File: src/rtl/lcg_fill_pkg.sv
package lcg_fill_pkg;
  localparam int CTRL_START_BIT = 0;
  localparam int STAT_DONE_BIT  = 0;
  localparam int CSR_W          = 8;

  typedef enum logic [0:0] {
    FILL_IDLE = 1'b0,
    FILL_RUN  = 1'b1
  } fill_state_e;
endpackage

File: src/rtl/lcg_step.sv
module lcg_step #(
  parameter int DATA_W = 8,
  parameter int MULT   = 17,
  parameter int INC    = 157
) (
  input  logic [DATA_W-1:0] cur_i,
  output logic [DATA_W-1:0] nxt_o
);
  localparam logic [DATA_W-1:0] MULT_V = MULT[DATA_W-1:0];
  localparam logic [DATA_W-1:0] INC_V  = INC[DATA_W-1:0];

  generate
    if (MULT == 17) begin : g_shift_add
      // 17*x keeps only the low bits: (x << 4) + x
      assign nxt_o = (cur_i << 4) + cur_i + INC_V;
    end else begin : g_mult
      assign nxt_o = cur_i * MULT_V + INC_V;
    end
  endgenerate
endmodule

File: src/rtl/lcg_value_reg.sv
module lcg_value_reg #(
  parameter int DATA_W = 8,
  parameter int MULT   = 17,
  parameter int INC    = 157,
  parameter int SEED   = 215
) (
  input  logic              clk,
  input  logic              rst_n,
  input  logic              load_i,
  input  logic              advance_i,
  output logic [DATA_W-1:0] value_o
);
  localparam logic [DATA_W-1:0] SEED_V = SEED[DATA_W-1:0];

  logic [DATA_W-1:0] nxt;

  lcg_step #(.DATA_W(DATA_W), .MULT(MULT), .INC(INC)) u_step (
    .cur_i (value_o),
    .nxt_o (nxt)
  );

  always_ff @(posedge clk or negedge rst_n) begin
    if (!rst_n)         value_o <= SEED_V;
    else if (load_i)    value_o <= SEED_V;
    else if (advance_i) value_o <= nxt;
  end
endmodule

File: src/rtl/lcg_fill_seq.sv
module lcg_fill_seq
  import lcg_fill_pkg::*;
#(
  parameter int DEPTH = 255,
  parameter int AW    = 8
) (
  input  logic          clk,
  input  logic          rst_n,
  input  logic          start_i,
  input  logic          ctrl_we_i,
  input  logic          xfer_i,
  output logic          filling_o,
  output logic [AW-1:0] addr_o,
  output logic          done_o,
  output logic          advance_o
);
  localparam logic [AW-1:0] LAST_ADDR = AW'(DEPTH - 1);

  fill_state_e state_q;
  logic        last_beat;

  assign filling_o = (state_q == FILL_RUN);
  assign last_beat = filling_o && xfer_i && (addr_o == LAST_ADDR);
  assign advance_o = filling_o && xfer_i && !last_beat && !start_i;

  always_ff @(posedge clk or negedge rst_n) begin
    if (!rst_n) begin
      state_q <= FILL_IDLE;
      addr_o  <= '0;
    end else if (start_i) begin
      state_q <= FILL_RUN;
      addr_o  <= '0;
    end else if (last_beat) begin
      state_q <= FILL_IDLE;
    end else if (advance_o) begin
      addr_o  <= addr_o + 1'b1;
    end
  end

  always_ff @(posedge clk or negedge rst_n) begin
    if (!rst_n)         done_o <= 1'b0;
    else if (ctrl_we_i) done_o <= 1'b0;
    else if (last_beat) done_o <= 1'b1;
  end
endmodule

File: src/rtl/lcg_fill_engine.sv
module lcg_fill_engine
  import lcg_fill_pkg::*;
#(
  parameter int DEPTH  = 255,
  parameter int DATA_W = 8,
  parameter int MULT   = 17,
  parameter int INC    = 157,
  parameter int SEED   = 215,
  localparam int AW    = (DEPTH > 1) ? $clog2(DEPTH) : 1
) (
  input  logic              clk,
  input  logic              rst_n,
  input  logic              ctrl_we,
  input  logic [CSR_W-1:0]  ctrl_wdata,
  output logic [CSR_W-1:0]  status_rdata,
  output logic              wr_valid,
  input  logic              wr_ready,
  output logic [AW-1:0]     wr_addr,
  output logic [DATA_W-1:0] wr_data
);
  logic start, xfer, done, advance, filling;
  logic unused_ctrl_bits;

  assign start            = ctrl_we && ctrl_wdata[CTRL_START_BIT];
  assign unused_ctrl_bits = ^ctrl_wdata;
  assign xfer             = wr_valid && wr_ready;
  assign wr_valid         = filling;

  lcg_fill_seq #(.DEPTH(DEPTH), .AW(AW)) u_seq (
    .clk       (clk),
    .rst_n     (rst_n),
    .start_i   (start),
    .ctrl_we_i (ctrl_we),
    .xfer_i    (xfer),
    .filling_o (filling),
    .addr_o    (wr_addr),
    .done_o    (done),
    .advance_o (advance)
  );

  lcg_value_reg #(.DATA_W(DATA_W), .MULT(MULT), .INC(INC), .SEED(SEED)) u_val (
    .clk       (clk),
    .rst_n     (rst_n),
    .load_i    (start),
    .advance_i (advance),
    .value_o   (wr_data)
  );

  always_comb begin
    status_rdata                = '0;
    status_rdata[STAT_DONE_BIT] = done;
  end
endmodule

File: config.mk
export PLATFORM = sky130hd
export DESIGN_NAME = lcg_fill_engine
export DESIGN_NICKNAME = d
export VERILOG_FILES = /design/src/rtl/lcg_fill_pkg.sv /design/src/rtl/lcg_step.sv /design/src/rtl/lcg_value_reg.sv /design/src/rtl/lcg_fill_seq.sv /design/src/rtl/lcg_fill_engine.sv
export SDC_FILE = /design/constraint.sdc
export NUM_CORES = 1
export LEC_CHECK = 0
export ABC_CLOCK_PERIOD_IN_PS = 2500
export BUFFER_PORTS_ARGS = -buffer_cell sky130_fd_sc_hd__buf_4
export CAP_MARGIN = 20
export CORE_MARGIN = 2
export CORE_UTILIZATION = 40
export DETAILED_ROUTE_END_ITERATION = 10
export PLACE_DENSITY = 0.72
export SLEW_MARGIN = 20
export SYNTH_ARGS = -nofsm -noshare
export SYNTH_HDL_FRONTEND = slang
export SYNTH_SLANG_ARGS = --single-unit
File: constraint.sdc
create_clock -name clk -period 2.5 [get_ports clk]
set_input_delay 0.5 -clock clk [delete_from_list [all_inputs] [get_ports clk]]
set_output_delay 0.5 -clock clk [all_outputs]
set_load 0.01 [all_outputs]
======== Yosys cells after proc, flatten, opt, wreduce, memory -nomap -nowiden ========
Cells that the tools add are included.
cells by class
  add/subtract/negate cells ............... 3
  equality and inequality tests ........... 2
  reduce and logical (&&, ||, !) cells .... 12
  multiplexer cells ....................... 9
operators with widths
  kind                                                   count
  two-way mux 8 bit                                      5
  adder 8 x 1 -> 8 bit, second input constant            1
  adder 8 bit                                            1
  adder 8 bit, second input constant                     1
  equality test 8 bit, second input constant             1
  logical AND 1 bit                                      6
  nonzero test 2 bit                                     3
  two-way mux 1 bit                                      4
  logical NOT 1 bit                                      2
  inequality test 2 x 1 -> 1 bit, second input constant  1
  AND reduction 2 bit                                    1
word-level totals
  flip-flop bits (word level) ............. 18
  bits of input ports ..................... 12
  output and inout port bits .............. 25
  logic and storage cells ................. 30

======== Longest topological paths before layout ========
  depth after elaboration ................. 9
  depth in mapped cells ................... 9

======== Cells and area by module ========
Synthesis repeated with hierarchy kept, for this count alone.
unflattened totals
  cell total of the unflattened synthesis .. 133
  area total of the unflattened synthesis .. 1327.5 µm²
by module, submodules not included
  module           instances  cells an instance  area each (µm²)
  lcg_fill_seq     1          62                 624.3
  lcg_value_reg    1          26                 350.3
  lcg_step         1          34                 276.5
  lcg_fill_engine  1          11                 76.3

======== Least setup slack after synthesis ========
No wires, ideal clock.
  kind .................................... register to register
  start ................................... reg u_val.value_o[0]
  end ..................................... reg u_val.value_o[7]
  data arrival time ....................... 1.958 ns
  cell stages (with the launch flop) ...... 10
  setup slack ............................. 0.467 ns
  cell sequence ........................... dfstp_2 > inv_1 > ha_1 > inv_1 > ha_1 > o21ai_1 > a21oi_1 > o22ai_1 > mux2i_1 > mux2i_1
between the ends
  cells in the longest elaborated chain, start to end .. 4
ends and longest elaborated chain
  element                   line                 RTL
  start, declared           lcg_value_reg.sv:11  output logic [DATA_W-1:0] value_o
  start signal, assigned    lcg_value_reg.sv:25  else if (advance_i) value_o <= nxt;
  adder 8 bit (2 in a row)  lcg_step.sv:15       assign nxt_o = (cur_i << 4) + cur_i + INC_V;
  two-way mux 8 bit         lcg_value_reg.sv:25
  two-way mux 8 bit         lcg_value_reg.sv:24  else if (load_i) value_o <= SEED_V;
Every way passes these cells. The select of a mux whose other input is x is not followed.
A chain may end at the register's enable or synchronous reset.

======== Final worst setup path ========
Ends and elaborated chain as after synthesis.

==> qor_table.md <==
| Result | Reported | Unit |
|:---|:---|:---|
| Cts bufs inserted | 3 | - |
| Clock Skew | 0.005033 | ns |
| Endpoints failing setup | 0 | - |
| Fraction of synthesis flops using an asynchronous set or reset pin | 100.0 | % |
| Clock power frac | 12.6 | % |
| # IOs | 37 | - |
| Critical Path Sink Type | flop | - |
| Part of the power in combinational logic | 52.9 | % |
| H-tree lvl count | 1 | - |
| Wirelength per Cell | 12.37 | um |
| Placement Rows | 19 | - |
| Number of unique standard cell types used by synthesis | 34 | - |
| Input/output buffers | 22 | - |
| Setup repair after global routing missed its margin | no | - |
| Switching power | 0.5573 | mW |
| Number of remaining DRC errors | 1 | - |
| Post-synth top flop | sky130_fd_sc_hd__dfrtp_1 | - |
| CTS tree | done | - |
| Number of pins with negative max-slew slack in the final report | 0 | - |
| Leakage power | 0.6891 | nW |
| Data required time of the worst path | 2.72 | ns |
| Worst slack on hold paths | 0.05441 | ns |
| Initial core utilization | 42.73 | % |
| Switching Fraction | 39.66 | % |
| Clock edge transition at the registers on the reported setup and hold paths | 0.10 | ns |
| Insertion delay of the later-clocked pin in the worst-skew pair | 0.29 | ns |
| Count of buffers added by post-CTS timing repair for setup | 0 | - |
| Count of final hold-check violations | 0 | - |
| Least setup slack across all paths after layout | 0.2796 | ns |
| GR Overflow Total | 0 | - |
| Diodes inserted | 0 | - |
| Cts hold-fix bufs | 0 | - |
| Min Clock Period, post-route | 2.220 | ns |
| Width of the die | 58.74 | um |
| Area growth from synthesis to layout | 15.66 | % |
| Post-detailed-route count of antenna-violating nets | 0 | - |
| Fraction of final layout cells sized beyond drive strength 1 | 24.00 | % |
| Area enclosed by the die boundary | 0.003450 | sq mm |
| WS Path Type | flop to flop | - |
| Area after detailed placement | 0.001350 | sq mm |
| Outcome | finished, violations left | - |
| Maximum fanout encountered on the critical timing path | 4 | - |
| Number of antenna violations at the first check in global routing | 0 | - |
| Class of the tightest hold or removal check | input port to asynchronous set/reset pin | - |
| Worst Path Arrival | 2.44 | ns |
| Worst slack, placed | 0.3461 | ns |
| Detailed-placement wirelength estimate | 1687 | um |
| Synthesized cell area | 0.001199 | sq mm |
| Maximum frequency from static timing analysis | 450.4 | MHz |
| Cell area power density | 1014 | mW/mm^2 |
| Number of vias after detailed routing | 906 | - |
| Vias in the first global route | 846 | - |
| Global-route wire length before repair | 3822 | um |
| Critical Path Start Type | flop | - |
| Setup total negative slack | 0 | ns |
| Die extent in y | 58.74 | um |
| Maximum number of buffers from clock root to sink | 2 | - |
| Final GP Congestion | 0.7621 | - |
| Number of design-rule violations left by the first detailed-router iteration | 24 | - |
| Maximum vdd ir drop | 0.3868 | mV |
| Fraction of power consumed by sequential logic | 34.5 | % |
| Failing checks | design-rule violations | - |
| Number of warnings reported in the yosys synthesis log | 0 | - |
| Number of optimization iterations in the first detailed-route pass | 7 | - |
| Period utilization | 88.82 | % |
| Post-Syn Instances | 128 | - |
| Via-to-Cell Ratio | 5.006 | - |
| Number of enable flip-flop cells after synthesis | 0 | - |
| Std-Cell Core Area | 0.002805 | sq mm |
| Final nets | 175 | - |
| Number of storage elements in the synthesis netlist | 18 | - |
| Internal Power | 0.8481 | mW |
| Root buffer cell | sky130_fd_sc_hd__clkbuf_4 | - |
| Sequential cell area fraction in the yosys report | 38.20 | % |
| Pin count of the biggest net entering global routing | 19 | - |
| Syn avg cell area | 9.364 | sq um |
| Clock sinks | 18 | - |
| Overall routed net length | 2239 | um |
| Power after layout | 1.405 | mW |
| Max-cap violation count | 0 | - |
| Cell area after layout | 0.001386 | sq mm |
| Total track usage | 14.15 | % |
| Cts repair resizes | 0 | - |
[cell type report]
cell class / count / area, sq um
fillers: 284 / 1419
repair buffers: 22 / 165.2
well taps: 31 / 38.79
flip-flops and latches: 18 / 457.9
multi-input cells: 97 / 654.4
inverters: 9 / 33.78
clock buffers: 4 / 36.28
[worst max-delay path: stages (launching register included)]
cell and delay, ns:
sky130_fd_sc_hd__dfstp_2 0.59, sky130_fd_sc_hd__inv_1 0.06, sky130_fd_sc_hd__ha_1 0.27, sky130_fd_sc_hd__inv_1 0.04
sky130_fd_sc_hd__ha_1 0.32, sky130_fd_sc_hd__o21ai_1 0.14, sky130_fd_sc_hd__a21oi_1 0.07, sky130_fd_sc_hd__o22ai_1 0.20
sky130_fd_sc_hd__mux2i_1 0.25, sky130_fd_sc_hd__mux2i_1 0.20
[through the flow]
stage	util, %	instances
3_3_place_gp	48.13	177
2_1_floorplan	-	134
5_1_grt	49.42	181
4_1_cts	49.42	181
3_5_place_dp	48.13	177
6_report	49.42	181
[cell usage after synthesis (3+ instances only)]
| cell type | number | area (sq um) |
|---|---|---|
| sky130_fd_sc_hd__nand2_1 | 14 | 52.55 |
| sky130_fd_sc_hd__nor2_1 | 14 | 52.55 |
| sky130_fd_sc_hd__dfrtp_1 | 12 | 300.3 |
| sky130_fd_sc_hd__ha_1 | 12 | 150.1 |
| sky130_fd_sc_hd__inv_1 | 9 | 33.78 |
| sky130_fd_sc_hd__buf_4 | 8 | 60.06 |
| sky130_fd_sc_hd__a21oi_1 | 7 | 35.03 |
| sky130_fd_sc_hd__dfstp_2 | 6 | 157.7 |
| sky130_fd_sc_hd__xor2_1 | 6 | 52.55 |
| sky130_fd_sc_hd__xnor2_1 | 4 | 35.03 |
| sky130_fd_sc_hd__nand3_1 | 3 | 15.01 |
| sky130_fd_sc_hd__nand4_1 | 3 | 18.77 |
[layer usage]
metal  wire length [um]  up-vias  part of all wire, %  global-route usage [%]
met3                 72        2                  3.2                   1.319
met4                 12        0                 0.54                   3.896
met5                  0        -                    0                       0
li1                   -      457                    -                       -
met1               1027      427                   46                   18.45
met2               1127       20                   50                   24.92
[power groups by stage]
stage	Clock [mW]	Sequential [mW]	Combinational, mW
final	0.177	0.485	0.744
after global routing	0.197	0.497	0.853
after CTS	0.185	0.485	0.749
after detailed placement	0	0.488	0.740
after global placement	0	0.484	0.731
after floorplan	0	0.500	0.519
[worst paths after layout]
check	startpoint	slack, ns	end	cells past startpoint
hold / removal	rst_n	0.05	u_seq.addr_o[5]$_DFFE_PN0P_	1
max in group asynchronous	rst_n	2.18	u_val.value_o[2]$_DFFE_PN1P_	1
setup / recovery	u_val.value_o[0]$_DFFE_PN1P_	0.28	u_val.value_o[7]$_DFFE_PN1P_	9
min in group clk	ctrl_we	0.37	u_seq.done_o$_DFFE_PN0P_	2
hold reg to reg	u_seq.done_o$_DFFE_PN0P_	0.51	u_seq.done_o$_DFFE_PN0P_	2
setup reg to reg	u_val.value_o[0]$_DFFE_PN1P_	0.28	u_val.value_o[7]$_DFFE_PN1P_	9
[flip-flops by register name (all words and copies together), names as in the netlist]
name             count
u_seq.addr_o         8
u_val.value_o        8
u_seq.done_o         1
u_seq.filling_o      1
[layout by cell type, fill, tap and decap left out, drive strengths merged]
master / instances
buf: 22
nand2: 14
nor2: 14
ha: 12
dfrtp: 12
inv: 9
a21oi: 7
conb: 7
xor2: 6
dfstp: 6
xnor2: 4
nand3: 4
nand4: 4
clkbuf: 4
o21ai: 3
and2: 2
nand2b: 2
o211ai: 2
nor3: 2
a31oi: 2
or2: 2
mux2i: 2
o21bai: 2
o21ba: 1
nor2b: 1
a211oi: 1
and3: 1
o21a: 1
o22ai: 1
[kinds of logic (layout without fill, tap and decap cells)]
group	Yosys count	after routing	synth area share, %
compound gates	20	20	11.80
xor+xnor	10	10	7.307
fa+ha+maj	12	12	12.53
buf+inv	19	35	9.081
flops	18	18	38.20
mux	2	2	1.670
other cells	1	7	0.3129
simple gates	46	46	19.10
Power figures use the tool's default switching activity.
